$ cat src/rtl/coh_pkg.sv
// Shared types for the line coherence controller.
// Assumes one line, one request per side per cycle.
package coh_pkg;
    localparam int ST_W  = 3;
    localparam int CPU_W = 2;
    localparam int BUS_W = 3;

    typedef enum logic [ST_W-1:0] {
        L_I = 3'd0, L_CE = 3'd1, L_OE = 3'd2, L_CS = 3'd3, L_OS = 3'd4, L_COS = 3'd5
    } line_t;

    typedef enum logic [CPU_W-1:0] {
        C_IDLE = 2'd0, C_READ = 2'd1, C_WRITE = 2'd2, C_REPL = 2'd3
    } cpu_t;

    typedef enum logic [BUS_W-1:0] {
        B_NONE = 3'd0, B_CR = 3'd1, B_CRI = 3'd2, B_CI = 3'd3, B_WR = 3'd4, B_CWI = 3'd5
    } bus_t;

    // Owner states answer reads by intervention.
    function automatic logic is_owner(line_t s);
        return (s == L_CE) || (s == L_OE) || (s == L_OS) || (s == L_COS);
    endfunction
endpackage

$ cat src/rtl/snoop_resp.sv
// Response of a line to a transaction observed on the bus.
// Assumes the bus never shows this cache its own transaction.
module snoop_resp
    import coh_pkg::*;
(
    input  line_t cur,
    input  bus_t  sop,
    output logic  act,
    output line_t nxt,
    output logic  cci
);
    // Decide next state and intervention for a snooped transaction.
    always_comb begin
        act = 1'b0;
        nxt = cur;
        cci = 1'b0;
        unique case (sop)
            B_CR: begin
                act = 1'b1;
                cci = is_owner(cur);
                if (cur == L_CE)      nxt = L_COS;
                else if (cur == L_OE) nxt = L_OS;
            end
            B_CRI: begin
                act = 1'b1;
                cci = is_owner(cur);
                nxt = L_I;
            end
            B_CI, B_CWI: begin
                act = 1'b1;
                nxt = L_I;
            end
            default: ;
        endcase
    end
endmodule

$ cat src/rtl/cpu_resp.sv
// Response of a line to a processor request.
// The issued transaction depends only on state and request; the other-copy
// flag only picks the state after a read miss.
module cpu_resp
    import coh_pkg::*;
(
    input  line_t cur,
    input  cpu_t  op,
    input  logic  shared_in,
    output line_t nxt,
    output bus_t  bus
);
    // Decide issued transaction and next state for a CPU request.
    always_comb begin
        nxt = cur;
        bus = B_NONE;
        unique case (op)
            C_READ: begin
                if (cur == L_I) begin
                    bus = B_CR;
                    nxt = shared_in ? L_CS : L_CE;
                end
            end
            C_WRITE: begin
                nxt = L_OE;
                if (cur == L_I)                                        bus = B_CRI;
                else if (cur == L_CS || cur == L_OS || cur == L_COS)  bus = B_CI;
            end
            C_REPL: begin
                nxt = L_I;
                if (cur == L_OE || cur == L_OS) bus = B_WR;
            end
            default: ;
        endcase
    end
endmodule

$ cat src/rtl/snoop_line_ctrl.sv
// Coherence state of one write-back cache line on a snooping bus.
// A snoop that needs action takes priority; a CPU request in the same
// cycle is dropped and must be presented again.
module snoop_line_ctrl
    import coh_pkg::*;
(
    input  logic             clk,
    input  logic             rst_n,
    input  logic [CPU_W-1:0] cpu_req,
    input  logic [BUS_W-1:0] snoop_req,
    input  logic             other_cached,
    output logic [BUS_W-1:0] bus_req,
    output logic             cci,
    output logic [ST_W-1:0]  line_state
);
    line_t st_q, st_d, sn_nxt, cp_nxt;
    bus_t  cp_bus;
    logic  sn_act, sn_cci;

    snoop_resp u_snoop (
        .cur (st_q),
        .sop (bus_t'(snoop_req)),
        .act (sn_act),
        .nxt (sn_nxt),
        .cci (sn_cci)
    );

    cpu_resp u_cpu (
        .cur       (st_q),
        .op        (cpu_t'(cpu_req)),
        .shared_in (other_cached),
        .nxt       (cp_nxt),
        .bus       (cp_bus)
    );

    // Select snoop or CPU outcome.
    always_comb begin
        st_d    = sn_act ? sn_nxt : cp_nxt;
        bus_req = sn_act ? B_NONE : cp_bus;
        cci     = sn_cci;
    end

    // Hold the line state.
    always_ff @(posedge clk) begin
        if (!rst_n) st_q <= L_I;
        else        st_q <= st_d;
    end

    assign line_state = st_q;
endmodule

$ cat config.mk
export PLATFORM = sky130hd
export DESIGN_NAME = snoop_line_ctrl
export DESIGN_NICKNAME = d
export VERILOG_FILES = /design/src/rtl/coh_pkg.sv /design/src/rtl/snoop_resp.sv /design/src/rtl/cpu_resp.sv /design/src/rtl/snoop_line_ctrl.sv
export SDC_FILE = /design/constraint.sdc
export NUM_CORES = 1
export LEC_CHECK = 0
export BUFFER_PORTS_ARGS = -buffer_cell sky130_fd_sc_hd__buf_2
export CORE_AREA = 3 3 40 42
export DETAILED_ROUTE_END_ITERATION = 10
export DIE_AREA = 0 0 43 45
export PLACE_DENSITY = 0.57
export SLEW_MARGIN = 20
export SYNTH_ARGS = -nofsm -noshare
export SYNTH_HDL_FRONTEND = slang
export SYNTH_SLANG_ARGS = --single-unit
$ cat constraint.sdc
create_clock -name clk -period 2 [get_ports clk]
set_input_delay 0.2 -clock clk [delete_from_list [all_inputs] [get_ports clk]]
set_output_delay 0.2 -clock clk [all_outputs]
set_load 0.03 [all_outputs]
After elaboration in Yosys (flattened, before gate mapping)
Cells that the tools add are included.

Input bits: 8. Bits in registers: 3.

Equality and inequality tests: 15. Multiplexer cells: 15. Reduce and logical (&&, ||, !) cells: 12.

Operators by type and width (count): $mux 3 (7); $pmux 3 s3 (2); $eq 3x2->1 const B (4); $eq 3x3->1 const B (3); $eq 3x1->1 const B (2); $logic_or 1x1->1 (6); $ne 3x2->1 const B (2); $pmux 3 s2 (1); $eq 2x2->1 const B (2); $mux 2 (2); $ne 4x2->1 const B (1); $reduce_and 4->1 (1); $reduce_bool 4->1 (1); $reduce_or 4->1 (1); $logic_not 3->1 (1); $mux 1 (3); $reduce_or 3->1 (1); $eq 2x1->1 const B (1); $reduce_or 2->1 (1).

Longest topological paths before layout
Depth after elaboration: 7. Mapped depth: 5.

Modules after synthesis
From an unflattened synthesis, not the netlist that was laid out.

Cells, all modules: 47. Area, all modules: 364.1 um2.

Modules (own cells, without submodules): snoop_line_ctrl (area each 143.9 um2, cells each 13, times used 1); cpu_resp (area each 117.6 um2, cells each 20, times used 1); snoop_resp (area each 102.6 um2, cells each 14, times used 1).

Worst setup path before layout
No wires, ideal clock.

Path type: register to output. Start: register st_q[2], in the netlist line_state[2]. End: output bus_req[1]. Required time: 1800 ps. Path slack: -60 ps. Arrival: 1860 ps. Stages on the path, launching flop included: 5. Cell sequence: dfxtp_1 buf_2 nand2b_1 xnor2_1 nor4_1.

Word-level cells in the longest chain between the ends: 7. Elaborated cells on any way between the ends: 10. Classes of those cells: eq/ne (3); mux (4); reduce/logical (3).

Ends and longest elaborated chain: start, declared (RTL line snoop_line_ctrl.sv:16) `line_t st_q, st_d, sn_nxt, cp_nxt;`; start signal, assigned (RTL line snoop_line_ctrl.sv:46) `else st_q <= st_d;`; $eq 3x2->1 / $eq 3x3->1 (equally long branches) (RTL line cpu_resp.sv:27) `else if (cur == L_CS || cur == L_OS || cur == L_COS) bus = B_CI;`; $logic_or 1x1->1 (2 in a row) (RTL line cpu_resp.sv:27); $mux 2 (RTL line cpu_resp.sv:27); $mux 3 (*) (RTL line cpu_resp.sv:26) `if (cur == L_I) bus = B_CRI;`; $pmux 3 s3 (*) (RTL line cpu_resp.sv:17) `unique case (op)`; $mux 3 (*) (RTL line snoop_line_ctrl.sv:39) `bus_req = sn_act ? B_NONE : cp_bus;`; end, declared (RTL line snoop_line_ctrl.sv:12) `output logic [BUS_W-1:0] bus_req,`.

Every way passes the cells marked *; elsewhere a longest branch is shown, timed or not.

Worst setup path in the final report
Start: register st_q[1], in the netlist line_state[1]. End: output bus_req[0].

Word-level cells in the longest chain between the ends: 7. Elaborated cells on any way between the ends: 11. Classes of those cells: eq/ne (3); mux (5); reduce/logical (3).

Ends and longest elaborated chain (RTL line): $eq 3x2->1 / $eq 3x3->1 (equally long branches) (cpu_resp.sv:27); $logic_or 1x1->1 (2 in a row) (cpu_resp.sv:27); $mux 2 (cpu_resp.sv:27); $mux 3 (cpu_resp.sv:26); $pmux 3 s3 (*) (cpu_resp.sv:17); $mux 3 (*) (snoop_line_ctrl.sv:39).

Marked as above.

==> impl_metrics.env <==
export IMPL_grt_max_degree=12
export IMPL_worstSetupStartpointType="flip-flop"
export IMPL_core_um2=1280
export IMPL_antenna_found_initial=0
export IMPL_detailroute_via_count=338
export IMPL_die_y_um=45
export IMPL_dp_cells=69
export IMPL_cts_sinks=3
export IMPL_clkTransAtPathRegs_ns=0.04
export IMPL_yosysWarnings=0
export IMPL_grt_pass1_wl_um=1250
export IMPL_worstPathMaxFanout=11
export IMPL_min_period_over_period_pct=84.5
export IMPL_postCtsHoldBufs=0
export IMPL_start_util_pct=25.3
export IMPL_finalPower_mw=0.251
export IMPL_maxCapViolations=0
export IMPL_final_util_pct=33.8
export IMPL_cp_arrival_ns=1.49
export IMPL_ys_ff_latch=3
export IMPL_min_from="rst_n"
export IMPL_post_cts_buffers=0
export IMPL_slew_headroom_pct=70.0
export IMPL_drc_errors=0
export IMPL_fmax_mhz=591
export IMPL_min_to="line_state[1]$_SDFFE_PN0P_"
export IMPL_synth_area_leaders="dfxtp_1 (18%), xnor2_1 (8.1%), nor2_1 (6.9%)"
export IMPL_htree_num_levels=1
export IMPL_r2r_end="line_state[0]$_SDFFE_PN0P_"
export IMPL_rsz0062_at_grt="no"
export IMPL_clock_latency_ns=0.24
export IMPL_cts_buffers=3
export IMPL_grt_overflow=0
export IMPL_synth_top_area_share_pct=18.5
export IMPL_hold_slack_ns=0.225
export IMPL_clock_skew_ns=0.00865
export IMPL_clockBufferDepth=2
export IMPL_diodes=0
export IMPL_setup_tns_ns=0
export IMPL_regToRegSetupSlack_ns=0.65
export IMPL_largest_reg_flops=3
export IMPL_seqCellArea_um2=60.1
export IMPL_place_gp_congestion=0.629
export IMPL_synthCells=42
export IMPL_grtUsageTotal_pct=8.89
export IMPL_synthDistinctLibCells=28
export IMPL_syn_area_um2=325
export IMPL_critPathRequiredTime_ns=1.80
export IMPL_num_fill_cells=137
export IMPL_drt_total_wl_um=761
export IMPL_power_density_nw_per_um2=577
export IMPL_endpoint_kind="output port"
export IMPL_multi_input_area_um2=255
export IMPL_worst_pin_slew_ns=0.449
export IMPL_die_w_um=43
export IMPL_area_growth_pct=33.5
export IMPL_ant_nets=0
export IMPL_grt_pass1_vias=315
export IMPL_cts_root_buf="clkbuf_4"
export IMPL_worst_setup_path_type="reg -> out"
export IMPL_worstRegToRegCells=4
export IMPL_yosysSeqAreaShare_pct=18.5
export IMPL_cts_tree="built"
export IMPL_dr_pass1_iters=2
export IMPL_status="completed"
export IMPL_hp_class="in -> reg"
export IMPL_drive_gt1_share_pct=37.9
export IMPL_synth_area_leader_cell="dfxtp_1"
export IMPL_worstReg2RegStart="line_state[1]$_SDFFE_PN0P_"
export IMPL_rows=13
export IMPL_viasPerCell=4.63
export IMPL_fin_cells=73
export IMPL_fin_crit_ns=1.69
export IMPL_dpl_hpwl_um=612
export IMPL_post_drt_wl_per_cell_um=10.4
export IMPL_nets=67
export IMPL_numPortBuffers=14
export IMPL_power_leakage_nw=0.189
export IMPL_first_iter_violations=1
export IMPL_finalHoldViolations=0
export IMPL_finalSetupViolCount=0
export IMPL_avgSynthCellArea_um2=7.75
export IMPL_syn_num_nets=50
export IMPL_irDropWorstVdd_mv=0.183
export IMPL_maxSlewViolCount=0
export IMPL_dieArea_um2=1940
export IMPL_ioPinCount=15
export IMPL_cts_resized=0
export IMPL_whs_path_depth=2
-- per-stage QoR --
| step | setup WS [ns] | instance area, um^2 |
|---|---|---|
| after floorplan | 0.164 | 332 |
| after global placement | 0.613 | 408 |
| after detailed placement | 0.551 | 408 |
| after CTS | 0.308 | 434 |
| after global routing | 0.191 | 434 |
| final | 0.309 | 434 |
-- power breakdown --
part	leakage [nW]	switching, mW	internal (mW)	total [mW]
registers	0.0244	0.00713	0.0627	0.0698
logic	0.150	0.0392	0.0306	0.0698
clock network	0.0150	0.0359	0.0751	0.111
-- how the worst max path moves through the flow --
stage	from	end	slack, ns	depth (start not counted)
3_3_place_gp	line_state[1]$_SDFFE_PN0P_	bus_req[0]	0.61	5
4_1_cts	line_state[1]$_SDFFE_PN0P_	bus_req[0]	0.31	5
5_1_grt	line_state[1]$_SDFFE_PN0P_	bus_req[0]	0.19	5
3_5_place_dp	line_state[1]$_SDFFE_PN0P_	bus_req[0]	0.55	5
2_1_floorplan	line_state[2]$_SDFFE_PN0P_	cci	0.16	4
6_report	line_state[1]$_SDFFE_PN0P_	bus_req[0]	0.31	5
-- Yosys cell counts, drive strengths merged --
cell,count
a2bb2oi,1
nor4b,1
xnor2,3
xor2,2
nor2b,3
nand2b,2
nor3b,1
o21a,1
inv,1
nand2,1
dfxtp,3
a32oi,1
nor2,7
buf,2
and2,1
nor4,1
o221a,1
nand3,1
a21boi,2
o31a,1
o21ai,2
a21oi,1
nor3,2
o2bb2ai,1
-- cells in the final DEF, fill, tap and decap left out, types with 2 or more instances in the layout --
| cell type | Yosys | layout |
|---|---|---|
| buf_2 | 1 | 14 |
| nor2_1 | 6 | 6 |
| xnor2_1 | 3 | 3 |
| nor2b_1 | 3 | 3 |
| clkbuf_4 | 0 | 3 |
| dfxtp_1 | 3 | 3 |
| nand2b_1 | 2 | 2 |
| xor2_1 | 2 | 2 |
| nor3_1 | 2 | 2 |
-- cell families (layout without fill, tap and decap cells) --
| logic type | count (synthesis) | count (layout) | synth area share (%) |
|---|---|---|---|
| buffers and inverters | 3 | 19 | 5.00 |
| flip-flops | 3 | 3 | 18.5 |
| AND/OR/NAND/NOR | 20 | 20 | 37.3 |
| AO/OA/AOI/OAI | 11 | 11 | 25.8 |
| XOR/XNOR | 5 | 5 | 13.5 |
-- layout make-up --
cell class                 count  share of cell area [%]
clock buffer                   4                    6.05
inverter                       1                   0.865
multi-input combinational     36                    58.8
sequential                     3                    13.8
tap                           15                    4.32
timing repair buffer          14                    16.1
-- metal layers --
layer / global-route usage [%] / routed length, um / vias to the layer above / part of all wire [%]
met1: 9.35 / 324 / 145 / 43
met4: 7.23 / 9 / 0 / 1.2
met5: 0 / 0 / - / 0
met3: 3.59 / 35 / 2 / 4.6
li1: - / - / 183 / -
met2: 14.1 / 392 / 8 / 52
-- worst max-delay path, stage by stage (launching register included) --
cell       delay (ns)
dfxtp_1          0.59
nor2_1           0.10
a32oi_1          0.18
a2bb2oi_1        0.17
nor2_1           0.05
buf_2            0.18
No activity file was read; power rests on OpenSTA's default activity.
